`src/rtl/jscan_pkg.sv`:
```
package jscan_pkg;

  typedef enum logic [1:0] {
    OP_RESET = 2'b00,
    OP_IR    = 2'b01,
    OP_DR    = 2'b10,
    OP_ALT   = 2'b11
  } op_e;

  typedef enum logic [1:0] {
    PH_IDLE,
    PH_PRE,
    PH_SHIFT,
    PH_POST
  } phase_e;

  // TMS strings, bit 0 goes out first
  localparam logic [7:0] NAV_RST  = 8'b0001_1111;
  localparam logic [7:0] NAV_IR   = 8'b0000_0011;
  localparam logic [7:0] NAV_DR   = 8'b0000_0001;
  localparam logic [7:0] NAV_EXIT = 8'b0000_1101;
  localparam int unsigned EXIT_LEN = 5;

  function automatic logic [2:0] pre_len(op_e op);
    case (op)
      OP_IR:   return 3'd4;
      OP_DR:   return 3'd3;
      default: return 3'd5;
    endcase
  endfunction

  function automatic logic pre_tms(op_e op, logic [2:0] idx);
    case (op)
      OP_IR:   return NAV_IR[idx];
      OP_DR:   return NAV_DR[idx];
      default: return NAV_RST[idx];
    endcase
  endfunction

  function automatic logic has_shift(op_e op);
    return (op == OP_IR) || (op == OP_DR);
  endfunction

endpackage

```
`src/rtl/jscan_halfdiv.sv`:
```
module jscan_halfdiv #(
  parameter int unsigned DIV_W = 8
) (
  input  logic             clk,
  input  logic             rst_n,
  input  logic             run,
  input  logic [DIV_W-1:0] div_half,
  output logic             tick
);

  logic [DIV_W-1:0] lim;
  logic [DIV_W-1:0] cnt_q, cnt_d;

  always_comb begin
    lim  = (div_half == '0) ? DIV_W'(1) : div_half;
    tick = run && (cnt_q == lim - DIV_W'(1));
    if (!run || tick) cnt_d = '0;
    else              cnt_d = cnt_q + DIV_W'(1);
  end

  always_ff @(posedge clk or negedge rst_n) begin
    if (!rst_n) cnt_q <= '0;
    else        cnt_q <= cnt_d;
  end


  tick_wrap_chk: assert property (@(posedge clk) disable iff (!rst_n)
    tick |=> (cnt_q == '0));

endmodule

```
`src/rtl/jscan_shreg.sv`:
```
module jscan_shreg #(
  parameter int unsigned MAX_BITS = 32,
  localparam int unsigned IDX_W   = $clog2(MAX_BITS)
) (
  input  logic                clk,
  input  logic                rst_n,
  input  logic                load,
  input  logic [MAX_BITS-1:0] load_vec,
  input  logic                pop,
  input  logic                sample,
  input  logic [IDX_W-1:0]    sample_idx,
  input  logic                tdo,
  output logic                pop_bit,
  output logic [MAX_BITS-1:0] rx_vec
);

  logic [MAX_BITS-1:0] tx_q, tx_d;
  logic [MAX_BITS-1:0] rx_q, rx_d;

  always_comb begin
    tx_d = tx_q;
    rx_d = rx_q;
    if (load) begin
      tx_d = load_vec;
      rx_d = '0;
    end else begin
      if (pop)    tx_d = tx_q >> 1;
      if (sample) rx_d[sample_idx] = tdo;
    end
  end

  always_ff @(posedge clk or negedge rst_n) begin
    if (!rst_n) begin
      tx_q <= '0;
      rx_q <= '0;
    end else begin
      tx_q <= tx_d;
      rx_q <= rx_d;
    end
  end

  assign pop_bit = tx_q[0];
  assign rx_vec  = rx_q;


  load_excl_chk: assert property (@(posedge clk) disable iff (!rst_n)
    load |-> !(pop || sample));

endmodule

```
`src/rtl/jscan_ctrl.sv`:
```
module jscan_ctrl
  import jscan_pkg::*;
#(
  parameter int unsigned MAX_BITS = 32,
  localparam int unsigned LEN_W   = $clog2(MAX_BITS + 1),
  localparam int unsigned IDX_W   = $clog2(MAX_BITS)
) (
  input  logic                clk,
  input  logic                rst_n,
  input  logic                cmd_valid,
  input  logic [1:0]          cmd_op,
  input  logic [LEN_W-1:0]    cmd_len,
  input  logic                tick,
  input  logic                pop_bit,
  input  logic [MAX_BITS-1:0] rx_vec,
  output logic                load,
  output logic                pop,
  output logic                sample,
  output logic [IDX_W-1:0]    sample_idx,
  output logic                busy,
  output logic                done,
  output logic [MAX_BITS-1:0] result,
  output logic                tck,
  output logic                tms,
  output logic                tdi
);

  phase_e              phase_q, phase_d;
  op_e                 op_q, op_d;
  logic [LEN_W-1:0]    len_q, len_d, idx_q, idx_d, eff_len;
  logic                tck_q, tck_d, tms_q, tms_d, tdi_q, tdi_d;
  logic                busy_q, busy_d, done_q, done_d;
  logic [MAX_BITS-1:0] res_q, res_d;
  logic                accept, finish;

  always_comb begin
    if (cmd_len == '0)                       eff_len = LEN_W'(1);
    else if (cmd_len > LEN_W'(MAX_BITS))     eff_len = LEN_W'(MAX_BITS);
    else                                     eff_len = cmd_len;
  end

  always_comb begin
    phase_d = phase_q;
    op_d    = op_q;
    len_d   = len_q;
    idx_d   = idx_q;
    tck_d   = tck_q;
    tms_d   = tms_q;
    tdi_d   = tdi_q;
    busy_d  = busy_q;
    done_d  = 1'b0;
    res_d   = res_q;
    load    = 1'b0;
    pop     = 1'b0;
    sample  = 1'b0;
    finish  = 1'b0;
    accept  = cmd_valid && !busy_q;

    if (accept) begin
      op_d    = op_e'(cmd_op);
      len_d   = eff_len;
      phase_d = PH_PRE;
      idx_d   = '0;
      busy_d  = 1'b1;
      tck_d   = 1'b0;
      tms_d   = pre_tms(op_e'(cmd_op), 3'd0);
      load    = 1'b1;
    end else if (busy_q && tick) begin
      if (!tck_q) begin
        tck_d = 1'b1;
      end else begin
        tck_d = 1'b0;
        if (phase_q == PH_SHIFT) sample = 1'b1;
        case (phase_q)
          PH_PRE: begin
            if (idx_q == LEN_W'(pre_len(op_q) - 3'd1)) begin
              if (has_shift(op_q)) begin
                phase_d = PH_SHIFT;
                idx_d   = '0;
                tms_d   = 1'b0;
                pop     = 1'b1;
                tdi_d   = pop_bit;
              end else begin
                finish = 1'b1;
              end
            end else begin
              idx_d = idx_q + LEN_W'(1);
              tms_d = pre_tms(op_q, idx_q[2:0] + 3'd1);
            end
          end
          PH_SHIFT: begin
            if (idx_q == len_q - LEN_W'(1)) begin
              phase_d = PH_POST;
              idx_d   = '0;
              tms_d   = NAV_EXIT[0];
            end else begin
              idx_d = idx_q + LEN_W'(1);
              tms_d = 1'b0;
              pop   = 1'b1;
              tdi_d = pop_bit;
            end
          end
          PH_POST: begin
            if (idx_q == LEN_W'(EXIT_LEN - 1)) begin
              finish = 1'b1;
            end else begin
              idx_d = idx_q + LEN_W'(1);
              tms_d = NAV_EXIT[idx_q[2:0] + 3'd1];
            end
          end
          default: finish = 1'b1;
        endcase
        if (finish) begin
          phase_d = PH_IDLE;
          busy_d  = 1'b0;
          done_d  = 1'b1;
          if (has_shift(op_q)) res_d = rx_vec;
        end
      end
    end
  end

  always_ff @(posedge clk or negedge rst_n) begin
    if (!rst_n) begin
      phase_q <= PH_IDLE;
      op_q    <= OP_RESET;
      len_q   <= '0;
      idx_q   <= '0;
      tck_q   <= 1'b0;
      tms_q   <= 1'b1;
      tdi_q   <= 1'b0;
      busy_q  <= 1'b0;
      done_q  <= 1'b0;
      res_q   <= '0;
    end else begin
      phase_q <= phase_d;
      op_q    <= op_d;
      len_q   <= len_d;
      idx_q   <= idx_d;
      tck_q   <= tck_d;
      tms_q   <= tms_d;
      tdi_q   <= tdi_d;
      busy_q  <= busy_d;
      done_q  <= done_d;
      res_q   <= res_d;
    end
  end

  assign sample_idx = idx_q[IDX_W-1:0];
  assign busy   = busy_q;
  assign done   = done_q;
  assign result = res_q;
  assign tck    = tck_q;
  assign tms    = tms_q;
  assign tdi    = tdi_q;


  idle_tck_low_chk: assert property (@(posedge clk) disable iff (!rst_n)
    !busy_q |-> !tck_q);


  pins_hold_high_chk: assert property (@(posedge clk) disable iff (!rst_n)
    tck_q |-> ($stable(tms_q) && $stable(tdi_q)));


  shift_tms_low_chk: assert property (@(posedge clk) disable iff (!rst_n)
    (phase_q == PH_SHIFT) |-> !tms_q);


  done_pulse_chk: assert property (@(posedge clk) disable iff (!rst_n)
    done_q |=> !done_q);


  done_ends_busy_chk: assert property (@(posedge clk) disable iff (!rst_n)
    done_q |-> (!busy_q && $past(busy_q)));


  accept_busy_chk: assert property (@(posedge clk) disable iff (!rst_n)
    (cmd_valid && !busy_q) |=> busy_q);

endmodule

```
`src/rtl/jscan_host.sv`:
```
module jscan_host #(
  parameter int unsigned MAX_BITS = 32,
  parameter int unsigned DIV_W    = 8,
  localparam int unsigned LEN_W   = $clog2(MAX_BITS + 1),
  localparam int unsigned IDX_W   = $clog2(MAX_BITS)
) (
  input  logic                clk,
  input  logic                rst_n,
  input  logic                cmd_valid,
  input  logic [1:0]          cmd_op,
  input  logic [LEN_W-1:0]    cmd_len,
  input  logic [MAX_BITS-1:0] cmd_tdi,
  input  logic [DIV_W-1:0]    div_half,
  output logic                busy,
  output logic                done,
  output logic [MAX_BITS-1:0] result,
  output logic                tck,
  output logic                tms,
  output logic                tdi,
  input  logic                tdo
);

  logic                tick, load, pop, sample, pop_bit;
  logic [IDX_W-1:0]    sample_idx;
  logic [MAX_BITS-1:0] rx_vec;

  jscan_halfdiv #(.DIV_W(DIV_W)) u_div (
    .clk      (clk),
    .rst_n    (rst_n),
    .run      (busy),
    .div_half (div_half),
    .tick     (tick)
  );

  jscan_shreg #(.MAX_BITS(MAX_BITS)) u_shreg (
    .clk        (clk),
    .rst_n      (rst_n),
    .load       (load),
    .load_vec   (cmd_tdi),
    .pop        (pop),
    .sample     (sample),
    .sample_idx (sample_idx),
    .tdo        (tdo),
    .pop_bit    (pop_bit),
    .rx_vec     (rx_vec)
  );

  jscan_ctrl #(.MAX_BITS(MAX_BITS)) u_ctrl (
    .clk        (clk),
    .rst_n      (rst_n),
    .cmd_valid  (cmd_valid),
    .cmd_op     (cmd_op),
    .cmd_len    (cmd_len),
    .tick       (tick),
    .pop_bit    (pop_bit),
    .rx_vec     (rx_vec),
    .load       (load),
    .pop        (pop),
    .sample     (sample),
    .sample_idx (sample_idx),
    .busy       (busy),
    .done       (done),
    .result     (result),
    .tck        (tck),
    .tms        (tms),
    .tdi        (tdi)
  );

endmodule

```
`config.mk`:
```
export PLATFORM = sky130hd
export DESIGN_NAME = jscan_host
export DESIGN_NICKNAME = d
export VERILOG_FILES = /design/src/rtl/jscan_pkg.sv /design/src/rtl/jscan_halfdiv.sv /design/src/rtl/jscan_shreg.sv /design/src/rtl/jscan_ctrl.sv /design/src/rtl/jscan_host.sv
export SDC_FILE = /design/constraint.sdc
export NUM_CORES = 1
export LEC_CHECK = 0
export CAP_MARGIN = 25
export CORE_MARGIN = 1
export CORE_UTILIZATION = 40
export DETAILED_ROUTE_END_ITERATION = 8
export MAX_ROUTING_LAYER = met4
export SYNTH_ARGS = -nofsm -noshare
export SYNTH_HDL_FRONTEND = slang
export SYNTH_HIERARCHICAL = 1
export SYNTH_SLANG_ARGS = --single-unit
```
`constraint.sdc`:
```
create_clock -name clk -period 4.35 [get_ports clk]
set_clock_uncertainty 0.05 [all_clocks]
set_input_delay 1.305 -clock clk [delete_from_list [all_inputs] [get_ports clk]]
set_output_delay 1.305 -clock clk [all_outputs]
set_load 0.03 [all_outputs]
```
==> results.md <==
- Run status: finished with violations
- Failing checks: setup timing
- Placed Instance Area: 7950 um^2
- Area added between synthesis and finish: 32.5%
- H-tree levels: 4
- Total global routing overflow: 0
- Worst setup path endpoint: u_shreg/tx_q[12]$_DFFE_PN0P_
- Max-Cap Viols: 0
- Post-synth top flop: dfrtp_1
- Slew Limit Fails: 0
- Global-route wire length before repair: 25200 um
- Unrepaired setup endpoints after global routing: yes
- CP Launch Type: input port
- Number of synthesized flops with an enable pin: 0
- Synth Area per Inst: 10.2 um^2
- Clock Root Buffer: clkbuf_16
- Total die area: 17100 um^2
- Lkg Pwr: 3.94 nW
- Yosys top cell area share: 46.7%
- Synth Net Count: 718
- CTS tree: yes
- Row count: 46
- Via count of the first global-routing pass: 5184
- Pre-antenna DRT Iters: 5
- Crit path required time: 4560 ps
- Synth top cells by count: 124 x dfrtp_1, 102 x nand2_1, 64 x mux2i_1, 40 x nand2b_1, 37 x o21ai_0
- Worst Path Arrival: 4690 ps
- Reg2reg end: u_shreg/tx_q[12]$_DFFE_PN0P_
- Seq/Total Area, Yosys: 47.1%
- Die height: 131 um
- Reg2reg start: u_ctrl/op_q[0]$_DFFE_PN0P_
- Vias/cell: 5.12
- CP Capture Type: register
- Initial Util: 41.4%
- Max FO, Critical Path: 8
- Clock Latency Late Sink: 410 ps
- DR vias: 5115
- Power density over the cells: 405 nW/um^2
- Number of diodes: 0
- DR WL/cell: 15.0 um
- Largest net degree at the start of global routing: 107
- Top-level port count: 89
- Seq cells post-synth: 125
- Fin Hold WS: 451 ps
- R2R Setup Slk: 1180 ps
- Final nets: 838
- Chip width: 131 um
- Largest cells by area after synthesis: dfrtp_1 47%, mux2i_1 9.6%, nand2_1 5.8%, mux2_2 5.8%, nand2b_1 3.8%
- Yosys top cell by area: dfrtp_1
- Post-synth cell types: 62
- Final ANT Viol Nets: 0
- DRT Wirelength: 15000 um
- F_max: 223 MHz
- Crit. Startpoint: div_half[3]
- First-iteration detailed-routing DRC count: 248
- Final core occ: 54.8%
- DRC violations left: 0
- Instance count of the mapped netlist: 651
- Post-synth ARST share: 100%
- Total CTS buffers: 17
- Gr usage total: 19.5%
- Layout cell share with drive strength beyond 1: 20.8%
- Hold violation count in the final report: 0
- # clock sinks: 125
- DP HPWL: 9880 um
- Core ar.: 16100 um^2
- Peak supply drop: 245 uV
- Worst hold path class: register to register
- Initial antenna violation count: 0
- Post-layout min period: 4480 ps
- Synth warn: 6
- R2R cell count: 12
- FILL cells: 1376
- Setup Viol. Count Final: 64
- Port bufs: 88
- RePlAce Congestion: 0.852
- Period utilization: 103%
- Final WS setup: -131 ps
- Slew @ Worst Pin: 934 ps
- Most frequent cell after synthesis: dfrtp_1
- Post-route cell area: 8800 um^2
- Clock tree buffer depth: 2
- Slew Limit Headroom: 37.8%
- Crit path kind: input port to register
- Synthesized area: 6650 um^2
- CTS clk-pin slew, worst paths: 60 ps
## cell usage in the layout (no fill, tap or decap), drive strengths merged, types with 3 or more instances in the layout
| cell type | Yosys | final |
|---|---|---|
| a211oi | 4 | 4 |
| a21oi | 7 | 7 |
| a31oi | 3 | 3 |
| and2 | 3 | 3 |
| and3 | 5 | 5 |
| and3b | 6 | 6 |
| buf | 28 | 59 |
| clkbuf | 14 | 21 |
| clkdlybuf4s50 | 0 | 83 |
| clkinv | 0 | 4 |
| clkinvlp | 0 | 4 |
| dfrtp | 124 | 124 |
| ha | 15 | 15 |
| inv | 19 | 21 |
| mux2 | 34 | 34 |
| mux2i | 64 | 64 |
| nand2 | 102 | 102 |
| nand2b | 40 | 40 |
| nand3 | 21 | 21 |
| nand3b | 3 | 3 |
| nand4 | 3 | 3 |
| nand4b | 3 | 3 |
| nor2 | 19 | 19 |
| nor2b | 4 | 4 |
| nor3 | 11 | 11 |
| nor3b | 5 | 5 |
| nor4 | 3 | 3 |
| o21ai | 48 | 48 |
| o221ai | 3 | 3 |
| o22ai | 4 | 4 |
| o2bb2ai | 4 | 4 |
| o31ai | 3 | 3 |
| or2 | 3 | 3 |
| or3 | 3 | 3 |
| xnor2 | 8 | 8 |
| xor2 | 11 | 11 |
## flip-flops by register name, indices dropped and copies added (netlist names)
register and count:
u_ctrl/result 32, u_shreg/rx_vec 32, u_shreg/tx_q 32, u_div/cnt_q 8, u_ctrl/idx_q 6, u_ctrl/len_q 6
u_ctrl/op_q 2, u_ctrl/phase_q 2, u_ctrl/busy 1, u_ctrl/done 1, u_ctrl/tck 1, u_ctrl/tdi 1
u_ctrl/tms 1
## repair_timing
| action | CTS | global route |
|---|---|---|
| cloned | 3 | 0 |
| buffers inserted | 16 | 2 |
| endpoints found under the setup margin | 106 | 103 |
| gates resized for setup | 29 | 9 |
| pin swaps | 10 | 4 |
| hold buffers | 0 | 0 |
## per-stage QoR
step                      worst slack (ps)  cells  setup TNS, ps  power, mW
final                                 -131   1000          -3630       3.56
after global routing                  -280   1000         -18420       3.77
after CTS                            -47.3   1000           -737       3.59
after detailed placement             -1060    949         -98900       2.21
after global placement                -878    949         -85470       2.17
after floorplan                       -397    651         -29420       1.98
## layout make-up
| type | count | area [um^2] | area share [%] |
|---|---|---|---|
| tap | 216 | 270 | 3.07 |
| timing repair buffer | 143 | 1390 | 15.8 |
| clock inverter | 11 | 109 | 1.24 |
| multi-input combinational | 465 | 3360 | 38.2 |
| sequential | 125 | 3130 | 35.5 |
| clock buffer | 21 | 470 | 5.34 |
| inverter | 19 | 71.3 | 0.810 |
## worst min-delay path by stage
| stage | start | end | cells after the start |
|---|---|---|---|
| after floorplan | u_ctrl/len_q[5]$_DFFE_PN0P_ | u_ctrl/len_q[5]$_DFFE_PN0P_ | 2 |
| after global placement | u_ctrl/len_q[5]$_DFFE_PN0P_ | u_ctrl/len_q[5]$_DFFE_PN0P_ | 2 |
| after detailed placement | u_shreg/rx_vec[0]$_DFFE_PN0P_ | u_ctrl/result[0]$_DFFE_PN0P_ | 1 |
| after CTS | u_ctrl/result[10]$_DFFE_PN0P_ | u_ctrl/result[10]$_DFFE_PN0P_ | 1 |
| after global routing | u_ctrl/result[10]$_DFFE_PN0P_ | u_ctrl/result[10]$_DFFE_PN0P_ | 1 |
| final | u_ctrl/result[27]$_DFFE_PN0P_ | u_ctrl/result[27]$_DFFE_PN0P_ | 1 |
## critical path, cell delays in order
cell      delay (ps)
buf_6             90
or4_4            540
nor3_4           160
a21oi_2           80
ha_2             210
o21ba_4          190
a221oi_2         280
o221ai_2         130
or2_4            280
a211oi_4         240
and3_4           220
and3_4           180
and2_4           210
buf_12           130
buf_16           130
mux2i_1          200
o21ai_1           90
## layer usage
layer	wire length (um)	track usage, %	vias up
met1	7110	24.7	2485
met2	7220	30.8	102
met5	0	-	-
met4	180	7.10	0
met3	518	4.32	17
li1	-	-	2511
## power by group
group | total (mW) | switching, mW | internal (mW)
clock network | 1.36 | 0.524 | 0.835
registers | 1.47 | 0.145 | 1.32
logic | 0.737 | 0.376 | 0.361
total | 3.56 | 1.04 | 2.52
## logic make-up after synthesis
group | Yosys count | share of synthesized area (%)
flip-flops | 125 | 47.1
AND/OR/NAND/NOR | 240 | 18.8
multiplexers | 98 | 15.4
XOR/XNOR | 19 | 2.50
adder cells (fa/ha/maj) | 15 | 2.82
AO/OA/AOI/OAI | 93 | 9.00
buffers and inverters | 61 | 4.37
(Power assumes the default switching activity.)
